<file path="src/rtl/spicmd_pkg.sv">
package spicmd_pkg;

    localparam int BYTE_W = 8;

    localparam logic [7:0] OFS_CTRL = 8'h00;
    localparam logic [7:0] OFS_CSEL = 8'h1D;
    localparam logic [7:0] OFS_TXN  = 8'h48;
    localparam logic [7:0] OFS_RXN  = 8'h4B;
    localparam logic [7:0] OFS_FIFO = 8'h80;

    localparam int BIT_EXEC  = 16;
    localparam int BIT_CLR   = 20;
    localparam int BIT_BUSY  = 31;

    typedef enum logic [1:0] {ST_IDLE, ST_LOAD, ST_WAIT, ST_END} seq_st_t;
    typedef enum logic [1:0] {PH_OPC, PH_TX, PH_RX} phase_t;

    typedef struct packed {
        logic [BYTE_W-1:0] opcode;
        logic [BYTE_W-1:0] txn;
        logic [BYTE_W-1:0] rxn;
    } cmd_t;

    function automatic logic addr_hits_fifo(input logic [7:0] a, input logic [7:0] depth);
        logic [7:0] o;
        o = a - OFS_FIFO;
        return (a >= OFS_FIFO) && (o < depth);
    endfunction

endpackage

</file>
<file path="src/rtl/spicmd_fifo.sv">
module spicmd_fifo #(
    parameter int DEPTH = 70,
    parameter int AW    = 9
) (
    input  logic          clk,
    input  logic          rst,
    input  logic          we,
    input  logic [AW-1:0] widx,
    input  logic [7:0]    wbyte,
    input  logic [AW-1:0] ridx_a,
    output logic [7:0]    rbyte_a,
    input  logic [AW-1:0] ridx_b,
    output logic [7:0]    rbyte_b
);
    localparam int IDXW = $clog2(DEPTH);
    localparam logic [AW-1:0] LIM = AW'(DEPTH);

    logic [7:0] mem [DEPTH];

    always_ff @(posedge clk) begin
        if (rst) begin
            for (int i = 0; i < DEPTH; i++) mem[i] <= 8'h00;
        end else if (we && (widx < LIM)) begin
            mem[widx[IDXW-1:0]] <= wbyte;
        end
    end

    assign rbyte_a = (ridx_a < LIM) ? mem[ridx_a[IDXW-1:0]] : 8'h00;
    assign rbyte_b = (ridx_b < LIM) ? mem[ridx_b[IDXW-1:0]] : 8'h00;

    // no write is ever aimed beyond the last entry
    p_idx_in_range_r10: assert property (@(posedge clk) disable iff (rst)
        we |-> (widx < LIM));

endmodule

</file>
<file path="src/rtl/spicmd_shift.sv">
module spicmd_shift #(
    parameter int DIV = 4
) (
    input  logic       clk,
    input  logic       rst,
    input  logic       start,
    input  logic [7:0] din,
    input  logic       miso,
    output logic       sclk,
    output logic       mosi,
    output logic       active,
    output logic       done,
    output logic [7:0] dout
);
    localparam int HALF = DIV / 2;
    localparam int QW   = $clog2(DIV);

    logic [QW-1:0] q;
    logic [2:0]    nb;
    logic [7:0]    txs, rxs;

    always_ff @(posedge clk) begin
        if (rst) begin
            active <= 1'b0;
            done   <= 1'b0;
            q      <= '0;
            nb     <= '0;
            txs    <= '0;
            rxs    <= '0;
        end else begin
            done <= 1'b0;
            if (!active) begin
                if (start) begin
                    active <= 1'b1;
                    txs    <= din;
                    q      <= '0;
                    nb     <= '0;
                end
            end else begin
                q <= (q == QW'(DIV-1)) ? '0 : q + 1'b1;
                if (q == QW'(HALF-1)) rxs <= {rxs[6:0], miso};
                if (q == QW'(DIV-1)) begin
                    txs <= {txs[6:0], 1'b0};
                    nb  <= nb + 1'b1;
                    if (nb == 3'd7) begin
                        active <= 1'b0;
                        done   <= 1'b1;
                    end
                end
            end
        end
    end

    assign sclk = active && (q >= QW'(HALF));
    assign mosi = active && txs[7];
    assign dout = rxs;

    // a new byte is only launched when the previous one is finished
    p_start_idle_r4: assert property (@(posedge clk) disable iff (rst)
        start |-> !active);
    // a byte end marker follows an active shift
    p_done_after_shift_r7: assert property (@(posedge clk) disable iff (rst)
        done |-> $past(active));

endmodule

</file>
<file path="src/rtl/spicmd_seq.sv">
module spicmd_seq
    import spicmd_pkg::*;
#(
    parameter int DEPTH = 70,
    parameter int AW    = 9
) (
    input  logic          clk,
    input  logic          rst,
    input  logic          go,
    input  logic          clr,
    input  cmd_t          cmd,
    output logic [AW-1:0] ptr,
    input  logic [7:0]    fifo_byte,
    output logic          fifo_we,
    output logic [7:0]    fifo_wbyte,
    output logic          sh_start,
    output logic [7:0]    sh_din,
    input  logic          sh_done,
    input  logic [7:0]    sh_dout,
    output logic          busy,
    output logic          cs_en
);
    localparam logic [AW-1:0] LIM = AW'(DEPTH);

    seq_st_t     state;
    phase_t      phase;
    logic [7:0]  left;

    always_ff @(posedge clk) begin
        if (rst) begin
            state <= ST_IDLE;
            phase <= PH_OPC;
            left  <= '0;
            ptr   <= '0;
            busy  <= 1'b0;
            cs_en <= 1'b0;
        end else begin
            case (state)
                ST_IDLE: begin
                    if (clr) ptr <= '0;
                    if (go) begin
                        busy  <= 1'b1;
                        cs_en <= 1'b1;
                        phase <= PH_OPC;
                        state <= ST_LOAD;
                    end
                end
                ST_LOAD: state <= ST_WAIT;
                ST_WAIT: begin
                    if (sh_done) begin
                        if (phase != PH_OPC) ptr <= ptr + 1'b1;
                        if (phase == PH_OPC) begin
                            if (cmd.txn != 0) begin
                                phase <= PH_TX; left <= cmd.txn; state <= ST_LOAD;
                            end else if (cmd.rxn != 0) begin
                                phase <= PH_RX; left <= cmd.rxn; state <= ST_LOAD;
                            end else begin
                                state <= ST_END; cs_en <= 1'b0;
                            end
                        end else if (left == 8'd1) begin
                            if (phase == PH_TX && cmd.rxn != 0) begin
                                phase <= PH_RX; left <= cmd.rxn; state <= ST_LOAD;
                            end else begin
                                state <= ST_END; cs_en <= 1'b0;
                            end
                        end else begin
                            left  <= left - 1'b1;
                            state <= ST_LOAD;
                        end
                    end
                end
                default: begin
                    busy  <= 1'b0;
                    state <= ST_IDLE;
                end
            endcase
        end
    end

    assign sh_start   = (state == ST_LOAD);
    assign sh_din     = (phase == PH_OPC) ? cmd.opcode :
                        (phase == PH_TX)  ? fifo_byte  : 8'h00;
    assign fifo_we    = (state == ST_WAIT) && sh_done && (phase == PH_RX) && (ptr < LIM);
    assign fifo_wbyte = sh_dout;

    // chip select is only driven inside a busy window
    p_cs_within_busy_r3: assert property (@(posedge clk) disable iff (rst)
        cs_en |-> busy);
    // a clear seen while idle leaves the pointer at zero
    p_ptr_clear_r8: assert property (@(posedge clk) disable iff (rst)
        (state == ST_IDLE && clr) |=> (ptr == '0));

endmodule

</file>
<file path="src/rtl/spicmd_engine.sv">
module spicmd_engine
    import spicmd_pkg::*;
#(
    parameter int FIFO_DEPTH = 70,
    parameter int NCS        = 4,
    parameter int SCLK_DIV   = 4
) (
    input  logic           clk,
    input  logic           rst,
    input  logic           bus_wr,
    input  logic [7:0]     bus_addr,
    input  logic [31:0]    bus_wdata,
    output logic [31:0]    bus_rdata,
    output logic           spi_sclk,
    output logic           spi_mosi,
    input  logic           spi_miso,
    output logic [NCS-1:0] spi_cs_n
);
    localparam int CSW = $clog2(NCS);
    localparam int AW  = 9;
    localparam logic [7:0] DEPTH8 = 8'(FIFO_DEPTH);

    cmd_t           cmd;
    logic [CSW-1:0] csel;
    logic           busy, cs_en;
    logic           wr_ok, go, clr, bus_fw, hit_fifo;
    logic [AW-1:0]  ptr, bus_idx, fifo_widx;
    logic [7:0]     fifo_eng_rd, fifo_bus_rd, fifo_wbyte, eng_wbyte;
    logic           eng_we, fifo_we;
    logic           sh_start, sh_done, sh_active;
    logic [7:0]     sh_din, sh_dout;
    logic           unused_bits;

    assign unused_bits = ^{bus_wdata[31:21], bus_wdata[19:17], bus_wdata[15:8], sh_active};

    assign wr_ok    = bus_wr && !busy;
    assign hit_fifo = addr_hits_fifo(bus_addr, DEPTH8);
    assign go       = wr_ok && (bus_addr == OFS_CTRL) && bus_wdata[BIT_EXEC];
    assign clr      = wr_ok && (bus_addr == OFS_CTRL) && bus_wdata[BIT_CLR];
    assign bus_fw   = wr_ok && hit_fifo;
    assign bus_idx  = AW'(bus_addr - OFS_FIFO);

    always_ff @(posedge clk) begin
        if (rst) begin
            cmd  <= '0;
            csel <= '0;
        end else if (wr_ok) begin
            case (bus_addr)
                OFS_CTRL: cmd.opcode <= bus_wdata[7:0];
                OFS_CSEL: csel       <= bus_wdata[CSW-1:0];
                OFS_TXN:  cmd.txn    <= bus_wdata[7:0];
                OFS_RXN:  cmd.rxn    <= bus_wdata[7:0];
                default: ;
            endcase
        end
    end

    always_comb begin
        bus_rdata = '0;
        case (bus_addr)
            OFS_CTRL: begin
                bus_rdata[7:0]      = cmd.opcode;
                bus_rdata[BIT_BUSY] = busy;
            end
            OFS_CSEL: bus_rdata[CSW-1:0] = csel;
            OFS_TXN:  bus_rdata[7:0]     = cmd.txn;
            OFS_RXN:  bus_rdata[7:0]     = cmd.rxn;
            default:  if (hit_fifo) bus_rdata[7:0] = fifo_bus_rd;
        endcase
    end

    assign fifo_we    = bus_fw | eng_we;
    assign fifo_widx  = busy ? ptr : bus_idx;
    assign fifo_wbyte = busy ? eng_wbyte : bus_wdata[7:0];

    spicmd_fifo #(.DEPTH(FIFO_DEPTH), .AW(AW)) u_fifo (
        .clk(clk), .rst(rst), .we(fifo_we), .widx(fifo_widx), .wbyte(fifo_wbyte),
        .ridx_a(ptr), .rbyte_a(fifo_eng_rd), .ridx_b(bus_idx), .rbyte_b(fifo_bus_rd)
    );

    spicmd_seq #(.DEPTH(FIFO_DEPTH), .AW(AW)) u_seq (
        .clk(clk), .rst(rst), .go(go), .clr(clr), .cmd(cmd), .ptr(ptr),
        .fifo_byte(fifo_eng_rd), .fifo_we(eng_we), .fifo_wbyte(eng_wbyte),
        .sh_start(sh_start), .sh_din(sh_din), .sh_done(sh_done), .sh_dout(sh_dout),
        .busy(busy), .cs_en(cs_en)
    );

    spicmd_shift #(.DIV(SCLK_DIV)) u_shift (
        .clk(clk), .rst(rst), .start(sh_start), .din(sh_din), .miso(spi_miso),
        .sclk(spi_sclk), .mosi(spi_mosi), .active(sh_active), .done(sh_done), .dout(sh_dout)
    );

    for (genvar k = 0; k < NCS; k++) begin : g_cs
        assign spi_cs_n[k] = !(cs_en && (csel == CSW'(k)));
    end

    // at most one target selected at a time
    p_cs_onehot_r3: assert property (@(posedge clk) disable iff (rst)
        $onehot0(~spi_cs_n));
    // no target selected while idle
    p_idle_cs_r3: assert property (@(posedge clk) disable iff (rst)
        !busy |-> (&spi_cs_n));
    // an accepted execute raises busy on the next cycle
    p_go_busy_r3: assert property (@(posedge clk) disable iff (rst)
        go |=> busy);
    // the serial clock only toggles with a target selected
    p_sclk_cs_r7: assert property (@(posedge clk) disable iff (rst)
        spi_sclk |-> !(&spi_cs_n));
    // command registers hold still for the whole busy window
    p_hold_regs_r9: assert property (@(posedge clk) disable iff (rst)
        (busy && $past(busy)) |-> ($stable(cmd) && $stable(csel)));

endmodule

</file>
<file path="config.mk">
export PLATFORM = sky130hd
export DESIGN_NAME = spicmd_engine
export DESIGN_NICKNAME = d
export VERILOG_FILES = /design/src/rtl/spicmd_pkg.sv /design/src/rtl/spicmd_fifo.sv /design/src/rtl/spicmd_shift.sv /design/src/rtl/spicmd_seq.sv /design/src/rtl/spicmd_engine.sv
export SDC_FILE = /design/constraint.sdc
export NUM_CORES = 2
export LEC_CHECK = 0
export ABC_AREA = 1
export BUFFER_PORTS_ARGS = -buffer_cell sky130_fd_sc_hd__buf_2
export CAP_MARGIN = 30
export CORE_MARGIN = 1.5
export CORE_UTILIZATION = 30
export DETAILED_ROUTE_END_ITERATION = 8
export PLACE_DENSITY = 0.46
export SKIP_LAST_GASP = 1
export SLEW_MARGIN = 20
export SYNTH_ARGS = -nofsm -noshare
export SYNTH_HDL_FRONTEND = slang
export SYNTH_SLANG_ARGS = --single-unit
</file>
<file path="constraint.sdc">
create_clock -name clk -period 3.3 [get_ports clk]
set_input_delay 0.33 -clock clk [delete_from_list [all_inputs] [get_ports clk]]
set_output_delay 0.33 -clock clk [all_outputs]
set_load 0.02 [all_outputs]
</file>
Yosys cells after proc, flatten, opt, wreduce, memory -nomap -nowiden:

Memories as Yosys holds them, arrays and structs flattened. A register that Yosys moved wholly into a read port is not among the register bits.
Index checks and enable logic that the tools add are counted.

* magnitude comparators: 6
* add/sub/neg operators: 6
* reduce and logical (&&, ||, !) cells: 46
* bitwise logic cells: 4
* multiplexer cells: 68
* equal/unequal tests: 27

Operators with widths (number)
* $mux 8: 15
* $mux 9: 4
* $mux 2: 17
* $lt 9x7->1 const B: 3
* $pmux 6 s4: 1
* $mux 7: 3
* $mux 1: 19
* $pmux 9 s2: 1
* $logic_and 1x1->1: 17
* $eq 8x7->1 const B: 2
* $reduce_and 2->1: 8
* $reduce_bool 8->1: 2
* $ne 3x3->1 const B: 4
* $eq 2x2->1 const B: 5
* $add 9x1->9 const B: 1
* $mux 3: 3
* $ne 3x1->1 const B: 3
* $sub 8x8->9 const B: 1
* $eq 2x1->1 const B: 4
* $eq 8x1->1 const B: 1
* $eq 8x5->1 const B: 1
* $ge 8x8->1 const B: 1
* $logic_not 8->1: 1
* $lt 8x7->1 const B: 1
* 24 further kinds: 39

* bits in writable memories: 560
* bits in registers: 72
* word-level logic and storage cells: 174
* input port bits: 44
* memories kept: 1

Memories
* u_fifo.mem: words 70, width 8, rd ports 2, clocked after memory_dff 1, write ports 70, line spicmd_fifo.sv:18 `logic [7:0] mem [DEPTH];`

Logic depth before layout (Yosys ltp):

* depth after elaboration: 11
* depth in mapped cells: 16

Modules after synthesis:

From an unflattened synthesis, not the netlist that was laid out.

* cells, all modules: 7719
* area total of the unflattened synthesis: 61167.4 sq um

Modules (own cells, without submodules)
* spicmd_fifo: area an instance 56211.4 sq um, sequential area each 30749.5 sq um, cells an instance 6946, instances 1
* spicmd_engine: area an instance 2015.7 sq um, sequential area each 520.5 sq um, cells an instance 338, instances 1
* spicmd_seq: area an instance 1904.3 sq um, sequential area each 460.4 sq um, cells an instance 282, instances 1
* spicmd_shift: area an instance 1036.0 sq um, sequential area each 460.4 sq um, cells an instance 153, instances 1

Worst setup path before layout:

OpenSTA, ideal clock, no wires.

* path kind: reg-to-reg
* start point: register u_seq.state[0]
* end point: memory u_fifo.mem[3][0], enable pin
* arrival time: 2325 ps
* setup slack: 647 ps
* period minus slack after synthesis: 2653 ps
* stages on the path, launching flop included: 11
* path buffers: 2
* path through: dfxtp_1 inv_1 ha_1 clkbuf_1 nand2_1 o41ai_1 nand3_1 buf_2 nor3_1 nand2_1 nand2_1

RTL lines
* start, declared: line spicmd_seq.sv:25 `seq_st_t state;`
* start signal, assigned: line spicmd_seq.sv:31 `state <= ST_IDLE;`
* start signal, assigned: line spicmd_seq.sv:45 `state <= ST_LOAD;`
* start signal, assigned: line spicmd_seq.sv:48 `ST_LOAD: state <= ST_WAIT;`
* end, declared: line spicmd_fifo.sv:18

Worst setup path in the final report:

* start point: input port bus_addr[1]
* end point: output port bus_rdata[1]

* cells in the longest elaborated chain, start to end: 5
* elaborated cells between the ends (all ways): 14
* those cells by class: add/sub (2); order compare (3); eq/ne (3); mux (3); reduce/logical (2); memory (1)

Ends and longest elaborated chain
* start, declared: line spicmd_engine.sv:11 `input logic [7:0] bus_addr,`
* $sub 8x8->9 or $sub 8x8->8 (tied branches): line spicmd_engine.sv:41, spicmd_pkg.sv:26
* $mem_v2 70x8, or another cell as far along
* $mux 8 or $logic_and 1x1->1 (tied branches): line spicmd_fifo.sv:29, spicmd_pkg.sv:27
* $mux 8: line spicmd_engine.sv:68 `default: if (hit_fifo) bus_rdata[7:0] = fifo_bus_rd;`
* $pmux 2 s4 (*): line spicmd_engine.sv:60 `case (bus_addr)`
* end, declared: line spicmd_engine.sv:13 `output logic [31:0] bus_rdata,`

Mark *: on every way between the ends. The rest lies on a longest branch, timed or not.

==> out/metrics.yaml <==
cts_buffers: 137
start_util_pct: 30.26
max_slew.worst_pin.slew_ns: 0.8121
wl_per_cell_um: 22.67
total_leakage_power_nw: 26.17
die-area_sq_mm: 0.1898
hold_depth: 3
max_freq_mhz: 300.1
relSlewSlack_pct: 45.66
drv_cap: 0
cts_tree: "done"
dr.pass1.iters: 9
ys_ff_latch: 1103
vias_per_cell: 5.182
cts.sink_count: 1103
setup_slack_ns: -0.03252
antenna_left: 0
finalNetCount: 6973
rows: 158
path_cells: "clkbuf_8, nor2_4, buf_12, buf_4, a22oi_1, o21ai_0, nand2_1, nand4_1, nand3_1, o211ai_1, nand3_1, buf_4, nand2_1, buf_2"
syn2layout_area_growth_pct: 20.90
hpwl_um: 137700
ys.flop_type: "edfxtp_1"
gp_congestion: 0.9064
drt_wl_total_um: 215700
cp.required_ns: 2.97
crit_type: "input pin to output port"
slowest_stage: "nor2_4"
peakVddDrop_v: 0.0003960
ys_seq_area_share_pct: 57.57
stdcell_area_sq_mm: 0.06790
synth_edf_count: 1024
syn_area_per_cell_sq_um: 8.770
vias: 49310
post-cts-setup-buffers: 0
yosysTopAreaCellShare_pct: 54.75
power.total_w: 0.03932
place_area_sq_mm: 0.06332
drive_gt1_share_pct: 9.701
track_usage_pct: 22.26
crit_cells: 14
first_global_vias: 47150
cp_top_family: "simple AND/OR/NAND/NOR gates"
path_max_fanout: 24
hold_viol: 0
rsz0062_at_grt: "true"
cellPowerDensity_mw_per_mm2: 579.0
fin_util_pct: 36.58
antenna_found_initial: 4
fin_skew_ns: 0.04176
outcome: "complete, but fails checks"
drc: 0
grt_overflow: 0
period_minus_slack_ns: 3.333
netlist-cell-type-count: 45
netlist_area_sq_mm: 0.05616
portBuffers: 36
reg2reg_depth: 14
worstSkewPairLatency_ns: 0.81
die_h_um: 435.7
path_buf_inv: 5
path_clk_slew_ns: 0.06
syn-instance-count: 6404
start_kind: "input pin"
post-route-period-util_pct: 101.0
ys_warn_count: 0
hp-class: "input pin to flop"
core_sq_mm: 0.1856
ioPinCount: 82
violations: "negative setup slack"
die_x_um: 435.7
drv_slew: 0
synth_common_cells: "nand2_1, edfxtp_1, nand3_1"
cts-root-buf: "clkbuf_16"
synth.most_common_cell: "nand2_1"
htreeDepth: 4
synth_area_leaders: "edfxtp_1, nand2_1, nand3_1"
endpoint_kind: "output port"
clock_path_buffers: 3
grt_max_degree: 107
synth_top_area_cell: "edfxtp_1"
grt_first_pass_wirelength_um: 316400
synthArstFlopShare_pct: 0
arrival_ns: 3.00
worst_path_largest_cell_delay_ns: 0.35
first_iter_violations: 5259
place_ws_ns: -0.009194
finalSetupViolations: 1
==> worst min-delay path, delay by kind of cell <==
kind | cells | cell delay [ns]
buffers and inverters | 2 | 0.36
and+or+nand+nor | 1 | 0.11
==> sequential cells by signal, summed over array words and instances (netlist names), 2 cells and up, named ones only <==
register and count:
u_shift.txs 8, u_seq.state 2, u_shift.nb 3, u_shift.dout 8
cmd 24, csel 2, u_seq.ptr 9, u_seq.phase 2
u_shift.q 2, u_seq.left 8, u_fifo.mem 1024
==> logic make-up after synthesis <==
| logic type | share of synthesized area [%] |
|---|---|
| xor+xnor | 0.1403 |
| simple gates | 27.47 |
| buf+inv | 4.246 |
| fa+ha+maj | 0.2673 |
| flops | 57.57 |
| compound gates | 10.30 |
| other cells | 0.006677 |
==> placed cells by master, fill, tap and decap left out, types with 57 or more instances in the layout <==
master     netlist  final
o21ai_0        574    568
a21oi_1        121    117
a22oi_1        251    251
inv_1           95     91
nand4_1         57     57
nor2_1         932    928
dfxtp_1         79     73
edfxtp_1      1024   1024
clkbuf_16        0    139
nand3_1       1004   1000
nand2_1       1598   1594
buf_4           24    244
buf_12           0    101
conb_1           1    487
==> metrics by stage <==
step                      cells  hold slack (ns)  setup TNS [ns]
final                      9514          0.03931        -0.03252
after CTS                  9510         0.003998               0
after floorplan            6890           0.4327               0
after detailed placement   9248           0.4528       -0.009194
after global routing       9513          0.05174        -0.06376
after global placement     9248           0.4478        -0.02343
==> final timing paths <==
path / from / to / slack [ns]
setup / recovery: bus_addr[1] / bus_rdata[1] / -0.03
hold / removal: rst / u_seq.busy / 0.04
setup reg to reg: flop / u_shift.txs[3] / 0.28
hold reg to reg: u_shift.txs[0] / u_shift.txs[0] / 0.47
==> repair_timing <==
item                                    in CTS  in global routing
endpoints found under the hold margin       27                  0
endpoints found under the setup margin       2                 70
pin swaps                                    1                  6
gates resized for setup                      3                 16
hold buffers                                10                  0
==> report_power, final <==
part	switching, W	total [W]	internal [W]
Combinational	0.00390	0.00550	0.00160
Sequential	0.00103	0.0187	0.0177
Clock	0.00637	0.0151	0.00871
Total	0.0113	0.0393	0.0280
==> metal layers <==
metal	GRT usage (%)	up-vias	routed length, um
li1	-	22880	-
met1	30.61	24070	93910
met2	35.15	1975	98590
met3	3.283	377	14890
met4	8.820	0	8300
met5	0	-	0
==> cell type report <==
class                   count  area (sq um)
diodes                      4         10.01
clock buffers             171          3618
clock inverters            81         803.3
fillers                 18950        117700
inverters                 107         435.4
multi-input cells        5177         23430
flip-flops and latches   1103         32350
well taps                2480          3103
repair buffers            391          4153
(Power assumes the default switching activity.)
